## config.mk

```make
export PLATFORM = sky130hd
export DESIGN_NAME = mouse_pkt_enc
export DESIGN_NICKNAME = d
export VERILOG_FILES = /design/src/rtl/mpe_pkg.sv /design/src/rtl/mpe_format.sv /design/src/rtl/mpe_admit.sv /design/src/rtl/mpe_sequencer.sv /design/src/rtl/mpe_fifo.sv /design/src/rtl/mouse_pkt_enc.sv
export SDC_FILE = /design/constraint.sdc
export NUM_CORES = 1
export LEC_CHECK = 0
export ABC_AREA = 1
export BUFFER_PORTS_ARGS = -buffer_cell sky130_fd_sc_hd__buf_2
export CAP_MARGIN = 20
export CORE_ASPECT_RATIO = 1.2
export CORE_UTILIZATION = 40
export CTS_BUF_LIST = sky130_fd_sc_hd__clkbuf_16
export DETAILED_ROUTE_END_ITERATION = 12
export SYNTH_ARGS = -nofsm -noshare
export SYNTH_HDL_FRONTEND = slang
export SYNTH_HIERARCHICAL = 1
export SYNTH_SLANG_ARGS = --single-unit
```

## constraint.sdc

```tcl
create_clock -name clk -period 2.9 [get_ports clk]
set_clock_uncertainty 0.15 [all_clocks]
set_input_delay 0.58 -clock clk [delete_from_list [all_inputs] [get_ports clk]]
set_output_delay 0.58 -clock clk [all_outputs]
set_load 0.02 [all_outputs]
```

## src/rtl/mpe_pkg.sv

```systemverilog
package mpe_pkg;
  localparam int PKT_LEN = 5;
  localparam logic [7:0] HDR_IDLE = 8'h87;
  localparam int SAT_MAG = 127;

  typedef logic [7:0] mbyte_t;
  typedef logic [PKT_LEN-1:0][7:0] pkt_t;
endpackage

```

## src/rtl/mpe_format.sv

```systemverilog
module mpe_format
  import mpe_pkg::*;
#(
  parameter int IN_W = 16
) (
  input  logic [IN_W-1:0] dx,
  input  logic [IN_W-1:0] dy,
  input  logic            b_left,
  input  logic            b_mid,
  input  logic            b_right,
  output pkt_t            pkt
);
  localparam int EW = IN_W + 1;
  localparam logic signed [EW-1:0] POS_LIM = EW'(SAT_MAG);
  localparam logic signed [EW-1:0] NEG_LIM = -POS_LIM;

  function automatic mbyte_t hdr_byte(input logic l, input logic m, input logic r);
    mbyte_t h;
    h = HDR_IDLE;
    if (l) h[2] = 1'b0;
    if (m) h[1] = 1'b0;
    if (r) h[0] = 1'b0;
    return h;
  endfunction

  function automatic mbyte_t sat_byte(input logic signed [EW-1:0] v);
    if (v > POS_LIM)      return 8'h7F;
    else if (v < NEG_LIM) return 8'h81;
    else                  return v[7:0];
  endfunction

  logic signed [EW-1:0] dx_ext;
  logic signed [EW-1:0] dy_neg;

  assign dx_ext = {dx[IN_W-1], dx};
  assign dy_neg = -$signed({dy[IN_W-1], dy});

  assign pkt[0] = hdr_byte(b_left, b_mid, b_right);
  assign pkt[1] = sat_byte(dx_ext);
  assign pkt[2] = sat_byte(dy_neg);

  for (genvar g = 3; g < PKT_LEN; g++) begin : g_tail
    assign pkt[g] = 8'h00;
  end
endmodule

```

## src/rtl/mpe_admit.sv

```systemverilog
module mpe_admit
  import mpe_pkg::*;
#(
  parameter int DEPTH  = 16,
  parameter int DROP_W = 16,
  parameter int LVL_W  = 5
) (
  input  logic              clk,
  input  logic              rst_n,
  input  logic              valid,
  input  logic              busy,
  input  logic [LVL_W-1:0]  level,
  output logic              accept,
  output logic              drop,
  output logic [DROP_W-1:0] drop_count
);
  logic [LVL_W-1:0] free_slots;
  logic             has_room;

  assign free_slots = LVL_W'(DEPTH) - level;
  assign has_room   = free_slots >= LVL_W'(PKT_LEN);
  assign accept     = valid && !busy && has_room;
  assign drop       = valid && !accept;

  always_ff @(posedge clk) begin
    if (!rst_n)    drop_count <= '0;
    else if (drop) drop_count <= drop_count + 1'b1;
  end
endmodule

```

## src/rtl/mpe_sequencer.sv

```systemverilog
module mpe_sequencer
  import mpe_pkg::*;
#(
  parameter int IDX_W = 3
) (
  input  logic             clk,
  input  logic             rst_n,
  input  logic             start,
  input  pkt_t             pkt_in,
  output logic             busy,
  output logic             wr_en,
  output logic [IDX_W-1:0] wr_idx,
  output mbyte_t           wr_byte
);
  pkt_t             pkt_q;
  logic [IDX_W-1:0] idx;

  always_ff @(posedge clk) begin
    if (!rst_n) begin
      pkt_q <= '0;
      idx   <= '0;
      busy  <= 1'b0;
    end else if (start) begin
      pkt_q <= pkt_in;
      idx   <= '0;
      busy  <= 1'b1;
    end else if (busy) begin
      if (idx == IDX_W'(PKT_LEN - 1)) begin
        busy <= 1'b0;
        idx  <= '0;
      end else begin
        idx <= idx + 1'b1;
      end
    end
  end

  assign wr_en   = busy;
  assign wr_idx  = idx;
  assign wr_byte = pkt_q[idx];
endmodule

```

## src/rtl/mpe_fifo.sv

```systemverilog
module mpe_fifo #(
  parameter int DEPTH = 16,
  parameter int LVL_W = 5
) (
  input  logic             clk,
  input  logic             rst_n,
  input  logic             wr_en,
  input  logic [7:0]       wr_data,
  input  logic             rd_en,
  output logic [7:0]       rd_data,
  output logic             empty,
  output logic [LVL_W-1:0] level
);
  localparam int AW = (DEPTH > 1) ? $clog2(DEPTH) : 1;

  logic [7:0]    mem [DEPTH];
  logic [AW-1:0] wr_ptr;
  logic [AW-1:0] rd_ptr;

  function automatic logic [AW-1:0] ptr_next(input logic [AW-1:0] p);
    if (p == AW'(DEPTH - 1)) return '0;
    else                     return p + 1'b1;
  endfunction

  always_ff @(posedge clk) begin
    if (wr_en) mem[wr_ptr] <= wr_data;
  end

  always_ff @(posedge clk) begin
    if (!rst_n) begin
      wr_ptr <= '0;
      rd_ptr <= '0;
      level  <= '0;
    end else begin
      if (wr_en) wr_ptr <= ptr_next(wr_ptr);
      if (rd_en) rd_ptr <= ptr_next(rd_ptr);
      case ({wr_en, rd_en})
        2'b10:   level <= level + 1'b1;
        2'b01:   level <= level - 1'b1;
        default: level <= level;
      endcase
    end
  end

  assign rd_data = mem[rd_ptr];
  assign empty   = (level == '0);
endmodule

```

## src/rtl/mouse_pkt_enc.sv

```systemverilog
module mouse_pkt_enc
  import mpe_pkg::*;
#(
  parameter int IN_W       = 16,
  parameter int FIFO_DEPTH = 16,
  parameter int DROP_W     = 16,
  localparam int LVL_W     = $clog2(FIFO_DEPTH + 1)
) (
  input  logic              clk,
  input  logic              rst_n,
  input  logic              smp_valid,
  input  logic [IN_W-1:0]   smp_dx,
  input  logic [IN_W-1:0]   smp_dy,
  input  logic              btn_left,
  input  logic              btn_mid,
  input  logic              btn_right,
  input  logic              out_ready,
  output logic              out_valid,
  output logic [7:0]        out_data,
  output logic              busy,
  output logic [LVL_W-1:0]  fifo_level,
  output logic [DROP_W-1:0] drop_count
);
  localparam int IDX_W = $clog2(PKT_LEN);

  // named internal events, observed by the bound checker
  pkt_t             fmt_pkt;
  logic             acc_evt;
  logic             drop_evt;
  logic             wr_evt;
  logic [IDX_W-1:0] wr_idx;
  mbyte_t           wr_byte;
  logic             rd_evt;
  logic             fifo_empty;

  mpe_format #(.IN_W(IN_W)) u_fmt (
    .dx      (smp_dx),
    .dy      (smp_dy),
    .b_left  (btn_left),
    .b_mid   (btn_mid),
    .b_right (btn_right),
    .pkt     (fmt_pkt)
  );

  mpe_admit #(.DEPTH(FIFO_DEPTH), .DROP_W(DROP_W), .LVL_W(LVL_W)) u_admit (
    .clk        (clk),
    .rst_n      (rst_n),
    .valid      (smp_valid),
    .busy       (busy),
    .level      (fifo_level),
    .accept     (acc_evt),
    .drop       (drop_evt),
    .drop_count (drop_count)
  );

  mpe_sequencer #(.IDX_W(IDX_W)) u_seq (
    .clk     (clk),
    .rst_n   (rst_n),
    .start   (acc_evt),
    .pkt_in  (fmt_pkt),
    .busy    (busy),
    .wr_en   (wr_evt),
    .wr_idx  (wr_idx),
    .wr_byte (wr_byte)
  );

  assign rd_evt = out_ready && !fifo_empty;

  mpe_fifo #(.DEPTH(FIFO_DEPTH), .LVL_W(LVL_W)) u_fifo (
    .clk     (clk),
    .rst_n   (rst_n),
    .wr_en   (wr_evt),
    .wr_data (wr_byte),
    .rd_en   (rd_evt),
    .rd_data (out_data),
    .empty   (fifo_empty),
    .level   (fifo_level)
  );

  assign out_valid = !fifo_empty;
endmodule

```

==> results.sh, run 1 <==
export IMPL_fin_nets=1327
export IMPL_yosysWarnings=6
export IMPL_antenna_left=0
export IMPL_status="finished clean"
export IMPL_finalSetupViolations=0
export IMPL_grt_max_degree=65
export IMPL_syn_inst=1206
export IMPL_layout_min_cycle_time_ns=2.71
export IMPL_endpoint_kind="output port"
export IMPL_synthFlopType="edfxtp_1"
export IMPL_coreArea_um2=25000
export IMPL_die_h_um=178
export IMPL_crit_top_cell="nand3_1"
export IMPL_path_cells="buf_12 -> a21oi_1 -> o21ai_0 -> nand3_1 -> nand3_1 -> nand2_1 -> buf_2"
export IMPL_regArea_um2=5390
export IMPL_syn_cell_area_um2=10300
export IMPL_cts_sinks=205
export IMPL_min_period_over_period=0.933
export IMPL_yosysSeqAreaShare=0.524
export IMPL_final_cell_area_um2=11500
export IMPL_cts_hold_buffers_added=0
export IMPL_syn_area_per_cell_um2=8.52
export IMPL_maxSlewViolCount=0
export IMPL_path_clk_slew_ns=0.06
export IMPL_drc_errors=0
export IMPL_place_hpwl_um=14700
export IMPL_vias_per_cell=4.91
export IMPL_worst_slew_pin_slew_ns=0.808
export IMPL_cts_tree="built"
export IMPL_cts_setup_buffers=0
export IMPL_start_util=0.411
export IMPL_maxCapViolCount=0
export IMPL_grt_first_pass_wirelength_um=36600
export IMPL_cts_root_buffer="clkbuf_16"
export IMPL_post_place_ws_ns=0.488
export IMPL_synth_seq_cells=205
export IMPL_cts_buffer_depth=3
export IMPL_path_buf_inv=2
export IMPL_routed_wl_um=22500
export IMPL_setup_tns_ns=0
export IMPL_antenna_cells=0
export IMPL_layout_setup_ws_ns=0.194
export IMPL_drt_iter0_markers=451
export IMPL_synth_most_common_cell="nand2_1"
export IMPL_cts_resized=0
export IMPL_grt_pass1_vias=7267
export IMPL_grtUsageTotal=0.174
export IMPL_gp_congestion=0.843
export IMPL_power_leakage_nw=4.81
export IMPL_netlist_top_cells_area="edfxtp_1 37%, dfxtp_1 15%, nand2_1 8.6%"
export IMPL_wl_per_cell_um=14.0
export IMPL_synth_common_cells="236 x nand2_1, 154 x nor2_1, 139 x inv_1"
export IMPL_irDropWorstVdd_uv=448
export IMPL_dieArea_um2=26300
export IMPL_drt_pass1_iter_count=5
export IMPL_synth_top_area_cell="edfxtp_1"
export IMPL_critical_path_arrival_ns=1.98
export IMPL_io_buffers=69
export IMPL_cts_buffers=22
export IMPL_antenna_found_initial=0
export IMPL_area_delta_synth_final_pct=12.0
export IMPL_grt_overflow=0
export IMPL_yosysTopAreaCellShare=0.374
export IMPL_stdcell_count=1613
export IMPL_placed_area_um2=10800
export IMPL_crit_fanout=61
export IMPL_synth_edf_count=128
export IMPL_async_reset_ff_frac=0
export IMPL_finalHoldViolations=0
export IMPL_crit_type="flop to output port"
export IMPL_critPathMaxStageDelay_ns=0.45
export IMPL_insertion_delay_ns=0.50
export IMPL_htreeDepth=1
export IMPL_synth_distinct_cells=42
export IMPL_crit_required_ns=2.17
export IMPL_n_fill_cell=2440
export IMPL_timing_fmax_mhz=370
export IMPL_power_density_nw_per_um2=812
export IMPL_hold_class="primary input to flop"
export IMPL_critPathTopFamily="flip-flops"
export IMPL_multi_input_area_um2=3950
export IMPL_cp_start_kind="flop"
export IMPL_rows=63
export IMPL_vias=7913
export IMPL_die_w_um=148
export IMPL_relSlewSlack=0.459
export IMPL_numPlacedInstances=1573
export IMPL_rsz0062_at_grt="no"
export IMPL_io_pins=70
export IMPL_drive_gt1_frac=0.136
export IMPL_critical_path_slowest_cell="dfxtp_4"
worst paths after layout:
kind                   start              end  slack, ns  cells past startpoint
min                btn_right   u_seq/pkt_q[0]       0.21                      4
max                     flop      out_data[5]       0.19                      7
max reg2reg  u_fifo/level[0]  u_fifo/level[4]       0.56                     16
min reg2reg  u_seq/pkt_q[27]  u_seq/pkt_q[27]       0.35                      2
where the power goes:
group / switching, mW / leakage, nW / internal (mW)
Clock: 1.09 / 0.356 / 1.51
Combinational: 1.94 / 2.65 / 0.866
Sequential: 0.238 / 1.81 / 3.70
Total: 3.27 / 4.81 / 6.08
sequential cells by signal (all words and copies together) (netlist names), named ones only:
name                count
u_seq/busy              1
u_fifo/mem            128
u_seq/wr_idx            3
u_fifo/wr_ptr           4
u_fifo/rd_ptr           4
u_fifo/level            5
u_admit/drop_count     16
u_seq/pkt_q            40
cell usage in the layout, fill, tap and decap left out, types with 2 or more instances in the layout:
master	instances
nand2_1	236
nor2_1	154
inv_1	144
edfxtp_1	128
nand3_1	125
o21ai_0	79
dfxtp_1	75
buf_2	69
a21oi_1	66
clkbuf_16	23
o211ai_1	22
conb_1	21
buf_4	20
ha_1	16
nand2_2	15
nor2_2	10
nand4_1	10
o211ai_2	10
xor2_1	8
inv_2	6
nor3_1	6
clkinv_1	5
clkinv_2	4
o21ai_1	4
nand2_4	3
xnor2_1	3
nand3b_1	3
nor2_4	3
nand3_2	2
buf_12	2
nor4_1	2
worst min-delay path: cells and delay by family:
kind / cells / cell delay, ns
AND/OR/NAND/NOR: 2 / 0.14
buffers and inverters: 2 / 0.11
logic make-up (layout without fill, tap and decap cells):
group,Yosys count,after routing,synth area share
and+or+nand+nor,572,572,0.244
buffers and inverters,214,277,0.0987
DFF,205,205,0.524
AOI/OAI and AO/OA,186,186,0.104
adders and majority gates,16,16,0.0195
xor gates and xnor gates,11,11,0.00937
other,2,21,0.000730
through the flow:
| step | utilization | hold WS, ns | total power [mW] |
|---|---|---|---|
| after floorplan | - | 0.313 | 6.02 |
| after global placement | 0.434 | 0.326 | 6.78 |
| after detailed placement | 0.434 | 0.332 | 6.82 |
| after CTS | 0.461 | 0.202 | 9.45 |
| after global routing | 0.461 | 0.235 | 9.93 |
| final | 0.461 | 0.213 | 9.35 |
area by class of cell:
cell class	instances	area share
clock inverter	17	0.00826
clock buffer	23	0.0500
inverter	145	0.0479
sequential	205	0.468
tap	325	0.0353
multi-input combinational	806	0.343
timing repair buffer	92	0.0475
per-layer routing:
layer  vias up  global-route usage  part of all wire
met5         -                   0                 0
met4         0              0.0438             0.016
met3        27              0.0221             0.040
met2       153               0.306              0.48
met1      3663               0.225              0.46
li1       4070                   -                 -
(Power assumes the default switching activity.)
==> run 2, diff against run 1 <==
--- a/config.mk
+++ b/config.mk
@@ -5,7 +5,6 @@
 export SDC_FILE = /design/constraint.sdc
 export NUM_CORES = 1
 export LEC_CHECK = 0
-export ABC_AREA = 1
 export BUFFER_PORTS_ARGS = -buffer_cell sky130_fd_sc_hd__buf_2
 export CAP_MARGIN = 20
 export CORE_ASPECT_RATIO = 1.2
==> results.sh, run 2 <==
export IMPL_biggestRegsByFlops="u_fifo/mem x128, u_seq/pkt_q x40, u_admit/drop_count x16"
export IMPL_status="finished clean"
export IMPL_relSlewSlack=0.421
export IMPL_irDropWorstVdd_uv=346
export IMPL_place_hpwl_um=13700
export IMPL_cts_hold_buffers_added=0
export IMPL_fin_nets=922
export IMPL_rows=62
export IMPL_fin_util=0.473
export IMPL_grt_overflow=0
export IMPL_cts_root_buffer="clkbuf_16"
export IMPL_coreArea_um2=24100
export IMPL_area_delta_synth_final_pct=15.1
export IMPL_crit_fanout=16
export IMPL_gp_congestion=0.870
export IMPL_synth_seq_cells=205
export IMPL_wl_per_cell_um=17.0
export IMPL_path_clk_slew_ns=0.06
export IMPL_yosysTopAreaCellShare=0.387
export IMPL_worst_slew_pin_slew_ns=0.865
export IMPL_cts_tree="built"
export IMPL_cts_buffer_depth=3
export IMPL_regMostFlops="u_fifo/mem"
export IMPL_hold_class="primary input to flop"
export IMPL_layout_common_cells="128 x edfxtp_1, 75 x dfxtp_1, 69 x buf_2"
export IMPL_maxCapViolCount=0
export IMPL_crit_type="flop to output port"
export IMPL_antenna_found_initial=0
export IMPL_grt_pass1_vias=6216
export IMPL_largest_reg_flops=128
export IMPL_final_common_cell="edfxtp_1"
export IMPL_path_cells="buf_16 -> mux4_1 -> a22oi_1 -> nand2_1 -> buf_2"
export IMPL_synth_top_area_cell="edfxtp_1"
export IMPL_yosysSeqAreaShare=0.543
export IMPL_antenna_left=0
export IMPL_critical_path_arrival_ns=2.14
export IMPL_synth_distinct_cells=71
export IMPL_cts_buffers=22
export IMPL_cp_start_kind="flop"
export IMPL_grt_first_pass_wirelength_um=33100
export IMPL_finalSetupViolations=0
export IMPL_cts_setup_buffers=0
export IMPL_netlist_top_cells_area="edfxtp_1 39%, dfxtp_1 16%, mux2i_1 5.3%"
export IMPL_pwr_share_comb=0.331
export IMPL_timing_fmax_mhz=349
export IMPL_syn_area_per_cell_um2=12.7
export IMPL_rsz0062_at_grt="yes"
export IMPL_start_util=0.411
export IMPL_syn_inst=781
export IMPL_async_reset_ff_frac=0
export IMPL_finalPower_mw=9.64
export IMPL_switchingPower_mw=3.01
export IMPL_io_pins=70
export IMPL_drc_errors=0
export IMPL_layout_min_cycle_time_ns=2.87
export IMPL_internal_power_mw=6.63
export IMPL_synth_common_cells="128 x edfxtp_1, 77 x dfxtp_1, 53 x mux2i_1"
export IMPL_drive_gt1_frac=0.227
export IMPL_htreeDepth=1
export IMPL_vias=6357
export IMPL_cts_sinks=205
export IMPL_critPathMaxStageDelay_ns=0.57
export IMPL_vias_per_cell=5.28
export IMPL_pwr_share_clk=0.275
export IMPL_power_leakage_nw=4.07
export IMPL_maxSlewViolCount=0
export IMPL_finalHoldViolations=0
export IMPL_dieArea_um2=25400
export IMPL_power_density_nw_per_um2=844
export IMPL_grtUsageTotal=0.163
export IMPL_power_share_switching=0.313
export IMPL_drt_pass1_iter_count=5
export IMPL_yosysWarnings=6
export IMPL_crit_required_ns=2.17
export IMPL_seq_power_share=0.394
export IMPL_syn_cell_area_um2=9920
export IMPL_die_w_um=146
export IMPL_synth_most_common_cell="edfxtp_1"
export IMPL_synth_edf_count=128
export IMPL_io_buffers=69
export IMPL_critical_path_slowest_cell="mux4_1"
export IMPL_endpoint_kind="output port"
export IMPL_drt_iter0_markers=347
export IMPL_insertion_delay_ns=0.49
export IMPL_routed_wl_um=20500
export IMPL_antenna_cells=0
export IMPL_synthFlopType="edfxtp_1"
export IMPL_die_h_um=175
export IMPL_min_period_over_period=0.989
export IMPL_grt_max_degree=33
## run 2: cell types whose count changed after synthesis, moves of 46 or more
cell,change
inv_1,-116
mux2i_1,+53
nand2_1,-203
nand3_1,-111
nor2_1,-111
nor2b_1,+46
o21ai_0,-61
## run 2: path summary, 6_finish.rpt
check	cells after the start	slack, ns	to	from
worst min-delay path	3	0.25	u_seq/pkt_q[15]	smp_dx[15]
worst max-delay path	5	0.03	out_data[1]	flop
worst min register to register	2	0.33	u_admit/drop_count[15]	u_admit/drop_count[15]
worst max register to register	9	0.23	u_fifo/level[4]	u_fifo/level[0]
## run 2: per-layer routing
layer / routed length, um / track usage
met5: 0 / 0
met4: 261 / 0.0368
met3: 855 / 0.0220
met2: 9910 / 0.278
met1: 9470 / 0.221
## run 2: cell families after synthesis
logic type | Yosys count | share of synthesized area
adder cells (fa/ha/maj) | 16 | 0.0202
buffers and inverters | 85 | 0.0509
flip-flops | 205 | 0.543
AND/OR/NAND/NOR | 253 | 0.150
AO/OA/AOI/OAI | 111 | 0.0788
other | 2 | 0.000757
XOR/XNOR | 15 | 0.0132
multiplexers | 94 | 0.143
## run 2: worst max-delay path: cells and delay by family (launching register included)
kind	cells	cell delay, ns
muxes	1	0.57
AOI/OAI and AO/OA	1	0.20
DFF	1	0.42
buffers and inverters	2	0.36
and+or+nand+nor	1	0.09
## run 2: what timing repair did
| item | 4_1_cts | 5_1_grt |
|---|---|---|
| setup endpoints to repair | 8 | 9 |
| gates cloned | 2 | 0 |
| gates resized for setup | 18 | 10 |
| pin swaps | 4 | 6 |
## run 2: layout make-up
class | instances | area (um2)
clock buffer | 23 | 576
clock inverter | 17 | 118
fill | 2137 | 12700
inverter | 23 | 86.3
multi-input combinational | 510 | 4150
sequential | 205 | 5390
tap | 320 | 400
timing repair buffer | 105 | 706
## run 2: power by group through the flow
| stage | clock [mW] | sequential [mW] | combinational [mW] |
|---|---|---|---|
| finish | 2.65 | 3.80 | 3.19 |
| global route | 2.85 | 3.84 | 3.49 |
| CTS | 2.72 | 3.80 | 3.21 |
| detailed placement | 0 | 3.84 | 3.08 |
| global placement | 0 | 3.84 | 3.05 |
| floorplan | 0 | 3.87 | 2.20 |
## run 2: metrics by stage
stage	setup TNS, ns	instances	instance area [um2]	setup slack, ns	hold WS, ns
after floorplan	0	800	10000	0.00396	0.323
after global placement	0	1161	10600	0.0601	0.302
after detailed placement	0	1161	10600	0.00445	0.319
after CTS	-0.0265	1203	11400	-0.0261	0.238
after global routing	-0.0976	1203	11400	-0.0473	0.264
final	0	1203	11400	0.0333	0.252
==> run 3, diff against run 2 <==
--- a/config.mk
+++ b/config.mk
@@ -7,10 +7,14 @@
 export LEC_CHECK = 0
 export BUFFER_PORTS_ARGS = -buffer_cell sky130_fd_sc_hd__buf_2
 export CAP_MARGIN = 20
+export CELL_PAD_IN_SITES_DETAIL_PLACEMENT = 1
+export CELL_PAD_IN_SITES_GLOBAL_PLACEMENT = 2
 export CORE_ASPECT_RATIO = 1.2
 export CORE_UTILIZATION = 40
 export CTS_BUF_LIST = sky130_fd_sc_hd__clkbuf_16
 export DETAILED_ROUTE_END_ITERATION = 12
+export MAX_ROUTING_LAYER = met4
+export PLACE_DENSITY_LB_ADDON = 0.1
 export SYNTH_ARGS = -nofsm -noshare
 export SYNTH_HDL_FRONTEND = slang
 export SYNTH_HIERARCHICAL = 1
==> results.sh, run 3 (synthesized netlist as in run 2, its figures left out) <==
export IMPL_crit_type="flop to output port"
export IMPL_drc_errors=0
export IMPL_place_hpwl_um=16300
export IMPL_status="complete, but fails checks"
export IMPL_grt_first_pass_wirelength_um=37300
export IMPL_power_density_nw_per_um2=856
export IMPL_die_h_um=175
export IMPL_crit_required_ns=2.17
export IMPL_cts_buffer_depth=3
export IMPL_fin_util=0.477
export IMPL_violations="setup timing"
export IMPL_antenna_cells=0
export IMPL_htreeDepth=1
export IMPL_finalHoldViolations=0
export IMPL_coreArea_um2=24100
export IMPL_fin_nets=924
export IMPL_vias_per_cell=5.36
export IMPL_biggestRegsByFlops="u_fifo/mem x128, u_seq/pkt_q x40, u_admit/drop_count x16"
export IMPL_power_leakage_nw=4.11
export IMPL_irDropWorstVdd_uv=441
export IMPL_timing_fmax_mhz=341
export IMPL_grt_max_degree=49
export IMPL_drt_iter0_markers=315
export IMPL_grtUsageTotal=0.193
export IMPL_io_buffers=69
export IMPL_grt_pass1_vias=6816
export IMPL_final_cell_area_um2=11500
export IMPL_regMostFlops="u_fifo/mem"
export IMPL_gp_congestion=0.859
export IMPL_wl_per_cell_um=19.6
export IMPL_rsz0062_at_grt="yes"
export IMPL_placed_area_um2=10600
export IMPL_cts_sinks=205
export IMPL_worst_slew_pin_slew_ns=0.799
export IMPL_critical_path_arrival_ns=2.20
export IMPL_final_common_cell="edfxtp_1"
export IMPL_layout_common_cells="128 x edfxtp_1, 75 x dfxtp_1, 67 x buf_2"
export IMPL_cp_start_kind="flop"
export IMPL_path_clk_slew_ns=0.06
export IMPL_io_pins=70
export IMPL_maxCapViolCount=0
export IMPL_layout_min_cycle_time_ns=2.93
export IMPL_routed_wl_um=23700
export IMPL_vias=6452
export IMPL_cts_root_buffer="clkbuf_16"
export IMPL_rows=62
export IMPL_cts_tree="built"
export IMPL_maxSlewViolCount=0
export IMPL_antenna_found_initial=0
export IMPL_n_fill_cell=2523
export IMPL_post_place_ws_ns=-0.0657
export IMPL_antenna_left=0
export IMPL_cts_buffers=22
export IMPL_insertion_delay_ns=0.50
export IMPL_dieArea_um2=25400
export IMPL_start_util=0.411
export IMPL_grt_overflow=0
export IMPL_relSlewSlack=0.465
export IMPL_largest_reg_flops=128
export IMPL_layout_setup_ws_ns=-0.0332
export IMPL_finalPower_mw=9.84
export IMPL_drive_gt1_frac=0.224
export IMPL_multi_input_area_um2=4160
export IMPL_finalSetupViolations=1
export IMPL_crit_fanout=8
export IMPL_hold_class="primary input to flop"
export IMPL_regArea_um2=5390
export IMPL_drt_pass1_iter_count=4
export IMPL_min_period_over_period=1.01
export IMPL_endpoint_kind="output port"
export IMPL_die_w_um=146
export IMPL_area_delta_synth_final_pct=15.9
export IMPL_cts_hold_buffers_added=0
export IMPL_setup_tns_ns=-0.0332
==> run 3: final timing paths <==
kind,from,endpoint,slack [ns],cells past startpoint
max reg2reg,u_fifo/level[0],u_fifo/level[4],0.08,10
max,flop,out_data[6],-0.03,6
min,smp_dx[15],u_seq/pkt_q[15],0.24,3
min reg2reg,u_admit/drop_count[15],u_admit/drop_count[15],0.34,2
==> run 3: final cells by class <==
class,instances,share of cell area
clock buffer,23,0.0500
tap,320,0.0348
multi-input combinational,510,0.362
inverter,23,0.00751
timing repair buffer,107,0.0667
clock inverter,16,0.0102
sequential,205,0.469
==> run 3: stage by stage <==
stage | std cells | hold slack (ns)
after floorplan | 800 | 0.323
after global placement | 1161 | 0.296
after detailed placement | 1161 | 0.334
after CTS | 1202 | 0.225
after global routing | 1204 | 0.271
final | 1204 | 0.237
==> run 3: layer usage <==
layer | global-route usage | part of all wire | vias to the layer above
met5 | - | 0 | -
met4 | 0.0478 | 0.017 | 0
met3 | 0.0202 | 0.025 | 26
met2 | 0.351 | 0.53 | 103
met1 | 0.225 | 0.42 | 3236
li1 | - | - | 3087
==> run 3: repair_timing <==
action | CTS | global route
pin swaps | 4 | 6
setup endpoints to repair | 8 | 9
buffers inserted | 0 | 1
resized for setup | 13 | 16
cloned | 2 | 1
==> run 3: where the power goes <==
part	switching (mW)	internal, mW	leakage [nW]
clock	1.10	1.60	0.367
combinational	1.87	1.46	1.94
sequential	0.202	3.62	1.81
total	3.17	6.67	4.11
==> run 3: worst max-delay path: stages (launching register included) <==
cell     delay, ns
dfxtp_4       0.44
buf_12        0.17
buf_6         0.10
mux4_2        0.49
a22oi_2       0.24
nand2_1       0.11
buf_6         0.14
